--- src/rtl/drm_pkg.sv ---
package drm_pkg;

    typedef enum logic [1:0] {
        OP_READ  = 2'd0,
        OP_WRITE = 2'd1,
        OP_INCR  = 2'd2,
        OP_SPARE = 2'd3
    } op_e;

    typedef enum logic [1:0] {
        PH_IDLE    = 2'd0,
        PH_SENSE   = 2'd1,
        PH_RESTORE = 2'd2
    } phase_e;

    // The spare code is folded onto a plain read.
    function automatic op_e decode_op(logic [1:0] raw);
        op_e o;
        o = op_e'(raw);
        if (o == OP_SPARE) o = OP_READ;
        return o;
    endfunction

    function automatic int unsigned max2(int unsigned a, int unsigned b);
        return (a > b) ? a : b;
    endfunction

endpackage

--- src/rtl/drm_seq.sv ---
module drm_seq
    import drm_pkg::*;
#(
    parameter int unsigned READ_CYCLES  = 3,
    parameter int unsigned WRITE_CYCLES = 2
) (
    input  logic clk,
    input  logic rst,
    input  logic start,
    output logic ready,
    output logic sense_fire,
    output logic restore_fire
);
    localparam int unsigned CW = $clog2(max2(READ_CYCLES, WRITE_CYCLES) + 1);
    localparam logic [CW-1:0] SENSE_LAST   = CW'(READ_CYCLES - 1);
    localparam logic [CW-1:0] RESTORE_LAST = CW'(WRITE_CYCLES - 1);

    phase_e        phase;
    logic [CW-1:0] cnt;

    always_ff @(posedge clk) begin
        if (rst) begin
            phase <= PH_IDLE;
            cnt   <= '0;
        end else begin
            unique case (phase)
                PH_IDLE: begin
                    if (start) begin
                        phase <= PH_SENSE;
                        cnt   <= '0;
                    end
                end
                PH_SENSE: begin
                    if (cnt == SENSE_LAST) begin
                        phase <= PH_RESTORE;
                        cnt   <= '0;
                    end else begin
                        cnt <= cnt + 1'b1;
                    end
                end
                PH_RESTORE: begin
                    if (cnt == RESTORE_LAST) begin
                        phase <= PH_IDLE;
                        cnt   <= '0;
                    end else begin
                        cnt <= cnt + 1'b1;
                    end
                end
                default: begin
                    phase <= PH_IDLE;
                    cnt   <= '0;
                end
            endcase
        end
    end

    assign ready        = (phase == PH_IDLE);
    assign sense_fire   = (phase == PH_SENSE)   && (cnt == SENSE_LAST);
    assign restore_fire = (phase == PH_RESTORE) && (cnt == RESTORE_LAST);


    sense_len_chk: assert property (@(posedge clk) disable iff (rst)
        (phase == PH_SENSE) |-> (cnt < CW'(READ_CYCLES)));


    restore_len_chk: assert property (@(posedge clk) disable iff (rst)
        (phase == PH_RESTORE) |-> (cnt < CW'(WRITE_CYCLES)));


    restore_follows_sense_chk: assert property (@(posedge clk) disable iff (rst)
        sense_fire |=> (phase == PH_RESTORE));

endmodule

--- src/rtl/drm_array.sv ---
module drm_array #(
    parameter int unsigned WIDTH = 8,
    parameter int unsigned DEPTH = 16,
    localparam int unsigned AW   = $clog2(DEPTH)
) (
    input  logic             clk,
    input  logic             rst,
    input  logic             rd_fire,
    input  logic             wr_fire,
    input  logic [AW-1:0]    addr,
    input  logic [WIDTH-1:0] inhibit,
    output logic [WIDTH-1:0] sense_q
);
    // One plane per bit of the word; all planes act on the same address.
    for (genvar b = 0; b < WIDTH; b++) begin : g_plane
        logic [DEPTH-1:0] cells;
        logic             sense_bit;

        always_ff @(posedge clk) begin
            if (rst) begin
                cells     <= '0;
                sense_bit <= 1'b0;
            end else if (rd_fire) begin
                sense_bit   <= cells[addr];
                cells[addr] <= 1'b0;
            end else if (wr_fire) begin
                // The word is taken to be zero: drive a 1 unless inhibited.
                if (!inhibit[b]) cells[addr] <= 1'b1;
            end
        end

        assign sense_q[b] = sense_bit;


        wb_on_zero_chk: assert property (@(posedge clk) disable iff (rst)
            wr_fire |-> (cells[addr] == 1'b0));


        sense_clears_chk: assert property (@(posedge clk) disable iff (rst)
            rd_fire |=> (cells[$past(addr)] == 1'b0));
    end


    phases_apart_chk: assert property (@(posedge clk) disable iff (rst)
        !(rd_fire && wr_fire));

endmodule

--- src/rtl/drm_modify.sv ---
module drm_modify
    import drm_pkg::*;
#(
    parameter int unsigned WIDTH = 8
) (
    input  op_e              op,
    input  logic [WIDTH-1:0] sensed,
    input  logic [WIDTH-1:0] wdata,
    output logic [WIDTH-1:0] wb_word
);
    always_comb begin
        unique case (op)
            OP_WRITE: wb_word = wdata;
            OP_INCR:  wb_word = sensed + WIDTH'(1);
            default:  wb_word = sensed;
        endcase
    end
endmodule

--- src/rtl/drm_ctrl.sv ---
module drm_ctrl
    import drm_pkg::*;
#(
    parameter int unsigned WIDTH        = 8,
    parameter int unsigned DEPTH        = 16,
    parameter int unsigned READ_CYCLES  = 3,
    parameter int unsigned WRITE_CYCLES = 2,
    localparam int unsigned AW          = $clog2(DEPTH)
) (
    input  logic             clk,
    input  logic             rst,
    input  logic             req_valid,
    output logic             req_ready,
    input  logic [1:0]       req_op,
    input  logic [AW-1:0]    req_addr,
    input  logic [WIDTH-1:0] req_wdata,
    input  logic             dbg_skip_wb,
    output logic             rsp_valid,
    output logic [WIDTH-1:0] rsp_data
);
    typedef struct packed {
        op_e              op;
        logic [AW-1:0]    addr;
        logic [WIDTH-1:0] wdata;
        logic             skip;
    } cmd_t;

    cmd_t             cmd_q;
    logic             accept;
    logic             sense_fire;
    logic             restore_fire;
    logic [WIDTH-1:0] sensed;
    logic [WIDTH-1:0] wb_word;

    assign accept = req_valid && req_ready;

    drm_seq #(
        .READ_CYCLES (READ_CYCLES),
        .WRITE_CYCLES(WRITE_CYCLES)
    ) u_seq (
        .clk         (clk),
        .rst         (rst),
        .start       (accept),
        .ready       (req_ready),
        .sense_fire  (sense_fire),
        .restore_fire(restore_fire)
    );

    always_ff @(posedge clk) begin
        if (rst) begin
            cmd_q     <= '0;
            rsp_valid <= 1'b0;
        end else begin
            if (accept) begin
                cmd_q.op    <= decode_op(req_op);
                cmd_q.addr  <= req_addr;
                cmd_q.wdata <= req_wdata;
                cmd_q.skip  <= dbg_skip_wb;
            end
            rsp_valid <= sense_fire && (cmd_q.op != OP_WRITE);
        end
    end

    drm_array #(
        .WIDTH(WIDTH),
        .DEPTH(DEPTH)
    ) u_array (
        .clk    (clk),
        .rst    (rst),
        .rd_fire(sense_fire),
        .wr_fire(restore_fire && !cmd_q.skip),
        .addr   (cmd_q.addr),
        .inhibit(~wb_word),
        .sense_q(sensed)
    );

    drm_modify #(
        .WIDTH(WIDTH)
    ) u_modify (
        .op     (cmd_q.op),
        .sensed (sensed),
        .wdata  (cmd_q.wdata),
        .wb_word(wb_word)
    );

    assign rsp_data = sensed;


    rsp_pulse_chk: assert property (@(posedge clk) disable iff (rst)
        rsp_valid |=> !rsp_valid);


    accept_busy_chk: assert property (@(posedge clk) disable iff (rst)
        accept |=> !req_ready);


    rsp_no_write_chk: assert property (@(posedge clk) disable iff (rst)
        rsp_valid |-> (cmd_q.op != OP_WRITE));


    busy_hold_chk: assert property (@(posedge clk) disable iff (rst)
        !req_ready |=> $stable(cmd_q));

endmodule

--- config.mk ---
export PLATFORM = sky130hd
export DESIGN_NAME = drm_ctrl
export DESIGN_NICKNAME = d
export VERILOG_FILES = /design/src/rtl/drm_pkg.sv /design/src/rtl/drm_seq.sv /design/src/rtl/drm_array.sv /design/src/rtl/drm_modify.sv /design/src/rtl/drm_ctrl.sv
export SDC_FILE = /design/constraint.sdc
export NUM_CORES = 1
export LEC_CHECK = 0
export ABC_AREA = 0
export CAP_MARGIN = 25
export CELL_PAD_IN_SITES_DETAIL_PLACEMENT = 1
export CELL_PAD_IN_SITES_GLOBAL_PLACEMENT = 1
export CORE_ASPECT_RATIO = 0.6
export CORE_MARGIN = 4
export CORE_UTILIZATION = 50
export DETAILED_ROUTE_END_ITERATION = 6
export GPL_TIMING_DRIVEN = 0
export PLACE_DENSITY = 0.82
export SLEW_MARGIN = 15
export SYNTH_ARGS = -nofsm -noshare
export SYNTH_HDL_FRONTEND = slang
export SYNTH_SLANG_ARGS = --single-unit
--- constraint.sdc ---
create_clock -name clk -period 3.65 [get_ports clk]
set_input_delay 0.5475 -clock clk [delete_from_list [all_inputs] [get_ports clk]]
set_output_delay 0.5475 -clock clk [all_outputs]
set_load 0.005 [all_outputs]
==> load_flow_metrics.sql <==
INSERT INTO impl_metrics (metric_group, metric, value, unit) VALUES
('setup_path', 'ws_path_type', 'flop to flop', ''),
('pwr', 'max-vdd-ir-drop', '255', 'uV'),
('global_route', 'global_route_wire_length_before_repair', '39700', 'um'),
('place', 'estimated_wirelength_of_the_detail_placed_design', '17900', 'um'),
('cts', 'cts_tree', 'done', ''),
('route', 'top_signal_layer_used', 'met4', ''),
('finish', 'finalNetCount', '899', ''),
('floorplan', 'horizontal_die_dimension', '161', 'um'),
('synthesis', 'synth_cell_type_count', '48', ''),
('setup_path', 'reg2regPathDepth', '8', ''),
('setup_path', 'crit_path_arrival_time', '3.38', 'ns'),
('sta', 'max_freq', '0.330', 'GHz'),
('cts', 'htree_levels', '4', ''),
('route', 'wl_met2', '11100', 'um'),
('synthesis', 'post_synth_main_area_contributors', 'dfxtp_1, a21oi_1, nor2_1', ''),
('sta', 'timing_worst_slew_pin_value', '1.07', 'ns'),
('cts', 'cts_buffers', '17', ''),
('global_route', 'vias_in_the_first_global_route', '7009', ''),
('hold_path', 'worstHoldPathCells', '2', ''),
('sta', 'finalWorstSetupSlack', '0.619', 'ns'),
('route', 'wl_met3', '2180', 'um'),
('setup_path', 'timing.critical_path.from_type', 'flop', ''),
('hold_path', 'min_path_type', 'flop to flop', ''),
('cts', 'cts_hold_repair.buffers', '0', ''),
('synthesis', 'synth-async-reset-ratio', '0', '%'),
('route', 'vias_per_cell', '6.20', ''),
('synthesis', 'yosysTopAreaCell', 'dfxtp_1', ''),
('sta', 'period_needed', '3.03', 'ns'),
('floorplan', 'design.die.area', '16100', 'um2'),
('finish', 'fin_area', '8130', 'um2'),
('finish', 'fin_cells', '1080', ''),
('synthesis', 'synth_edf_count', '0', ''),
('floorplan', 'die-height', '99.9', 'um'),
('sta', 'fin_tns_setup', '0', 'ns'),
('place', 'place.port_buffers', '26', ''),
('route', 'wl_met1', '11600', 'um'),
('cts', 'post-cts-setup-buffer-count', '0', ''),
('route', 'detail_route.wl_per_cell', '23.5', 'um'),
('route', 'drcViolationCount', '0', ''),
('route', 'drt_pass1_iterations', '6', ''),
('pwr', 'cellLeakagePower', '2.90', 'nW'),
('finish', 'layout-drive-gt1-share', '10.4', '%'),
('synthesis', 'synthesis.instances', '830', ''),
('sta', 'rsz0062_at_grt', 'no', ''),
('job', 'drv.max_cap_violation_count', '0', ''),
('synthesis', 'synth.avg_cell_area', '8.47', 'um2'),
('cts', 'cts_max_path_buffers', '2', ''),
('floorplan', 'floorplan.initialDensity', '51.3', '%'),
('cts', 'worstSkewPairLatency', '0.43', 'ns'),
('pwr', 'total_power', '4.24', 'mW'),
('global_route', 'grt_use_total', '31.9', '%'),
('sta', 'share_of_the_clock_period_used_by_the_worst_path_after_layout', '83.0', '%'),
('route', 'drt_wirelength', '25300', 'um'),
('floorplan', 'floorplan.core_area', '13700', 'um2'),
('synthesis', 'synth_top_cell_area_share', '44.4', '%'),
('setup_path', 'worst_setup_path_end_kind', 'flop', ''),
('setup_path', 'worst-path-max-fanout', '10', ''),
('sta', 'timing.final.setup_violations', '0', ''),
('setup_path', 'critPathRequiredTime', '4.00', 'ns'),
('cts', 'cts.sinks', '156', ''),
('place', 'postPlaceCellArea', '7530', 'um2'),
('sta', 'clock-skew-final', '0.0169', 'ns'),
('cts', 'post_cts_resize_count', '0', ''),
('place', 'placed_cells_incl_taps', '1048', ''),
('synthesis', 'synth.net_count', '854', ''),
('synthesis', 'yosysSeqAreaShare', '44.4', '%'),
('outcome', 'outcome', 'finished clean', ''),
('floorplan', 'floorplan.rows', '33', ''),
('finish', 'areaGrowthSynthToFinish', '15.7', '%'),
('global_route', 'sum_of_overflow_across_all_layers_after_global_routing', '0', ''),
('global_route', 'antenna_found_initial', '0', '');
worst max-delay path: stages (launching register included):
cell and delay, ns:
dfxtp_1 0.36, inv_1 0.06, ha_1 0.40, inv_1 0.22
nand2_1 0.19, o41ai_2 0.88, clkbuf_1 0.47, o21ai_0 0.17
a21oi_1 0.19
layout make-up:
type	count	area (um2)
fill	1645	5570
clock inverter	14	173
sequential	156	3120
inverter	42	158
multi-input combinational	565	3420
clock buffer	18	429
buffer	67	332
timing repair buffer	26	260
tap	192	240
per-stage QoR:
stage               util [%]  hold WS [ns]
CTS                     59.3         0.450
floorplan                  -         0.419
global route            59.3         0.473
finish                  59.3         0.453
global placement        54.9         0.435
detailed placement      54.9         0.441
where the power goes:
part	internal [mW]	switching, mW	total, mW
logic	0.196	0.420	0.616
registers	1.74	0.0272	1.76
clock network	1.04	0.821	1.86
total	2.97	1.27	4.24
layout by cell type, fill, tap and decap left out, drive strengths merged, types with 5 or more instances in the layout:
master	n
o22ai	15
a211oi	5
nor2	134
buf	44
a22o	16
nand2	58
a21oi	117
a21o	15
nand3	12
nor2b	7
clkbuf	41
o21ai	20
ha	6
nor3	48
inv	51
mux4	18
nor4	17
clkdlybuf4s50	26
dfxtp	156
a22oi	8
nand2b	7
mux2i	31
per-layer routing:
metal	up-vias	GRT usage, %
li1	3000	-
met1	3361	45.2
met2	296	49.6
met3	35	7.35
met4	0	9.17
met5	-	0
path summary, 6_finish.rpt:
kind             start    to  slack [ns]
max          cmd_q[13]  flop        0.62
min               flop  flop        0.45
max reg2reg  cmd_q[13]  flop        0.62
min reg2reg       flop  flop        0.45
kinds of logic after synthesis:
kind of cell	Yosys count	share of synthesized area (%)
flip-flops	156	44.4
AND/OR/NAND/NOR	295	18.8
multiplexers	49	10.2
buffers and inverters	109	6.96
adder cells (fa/ha/maj)	6	1.07
AO/OA/AOI/OAI	215	18.5
No activity file was read; power rests on OpenSTA's default activity.
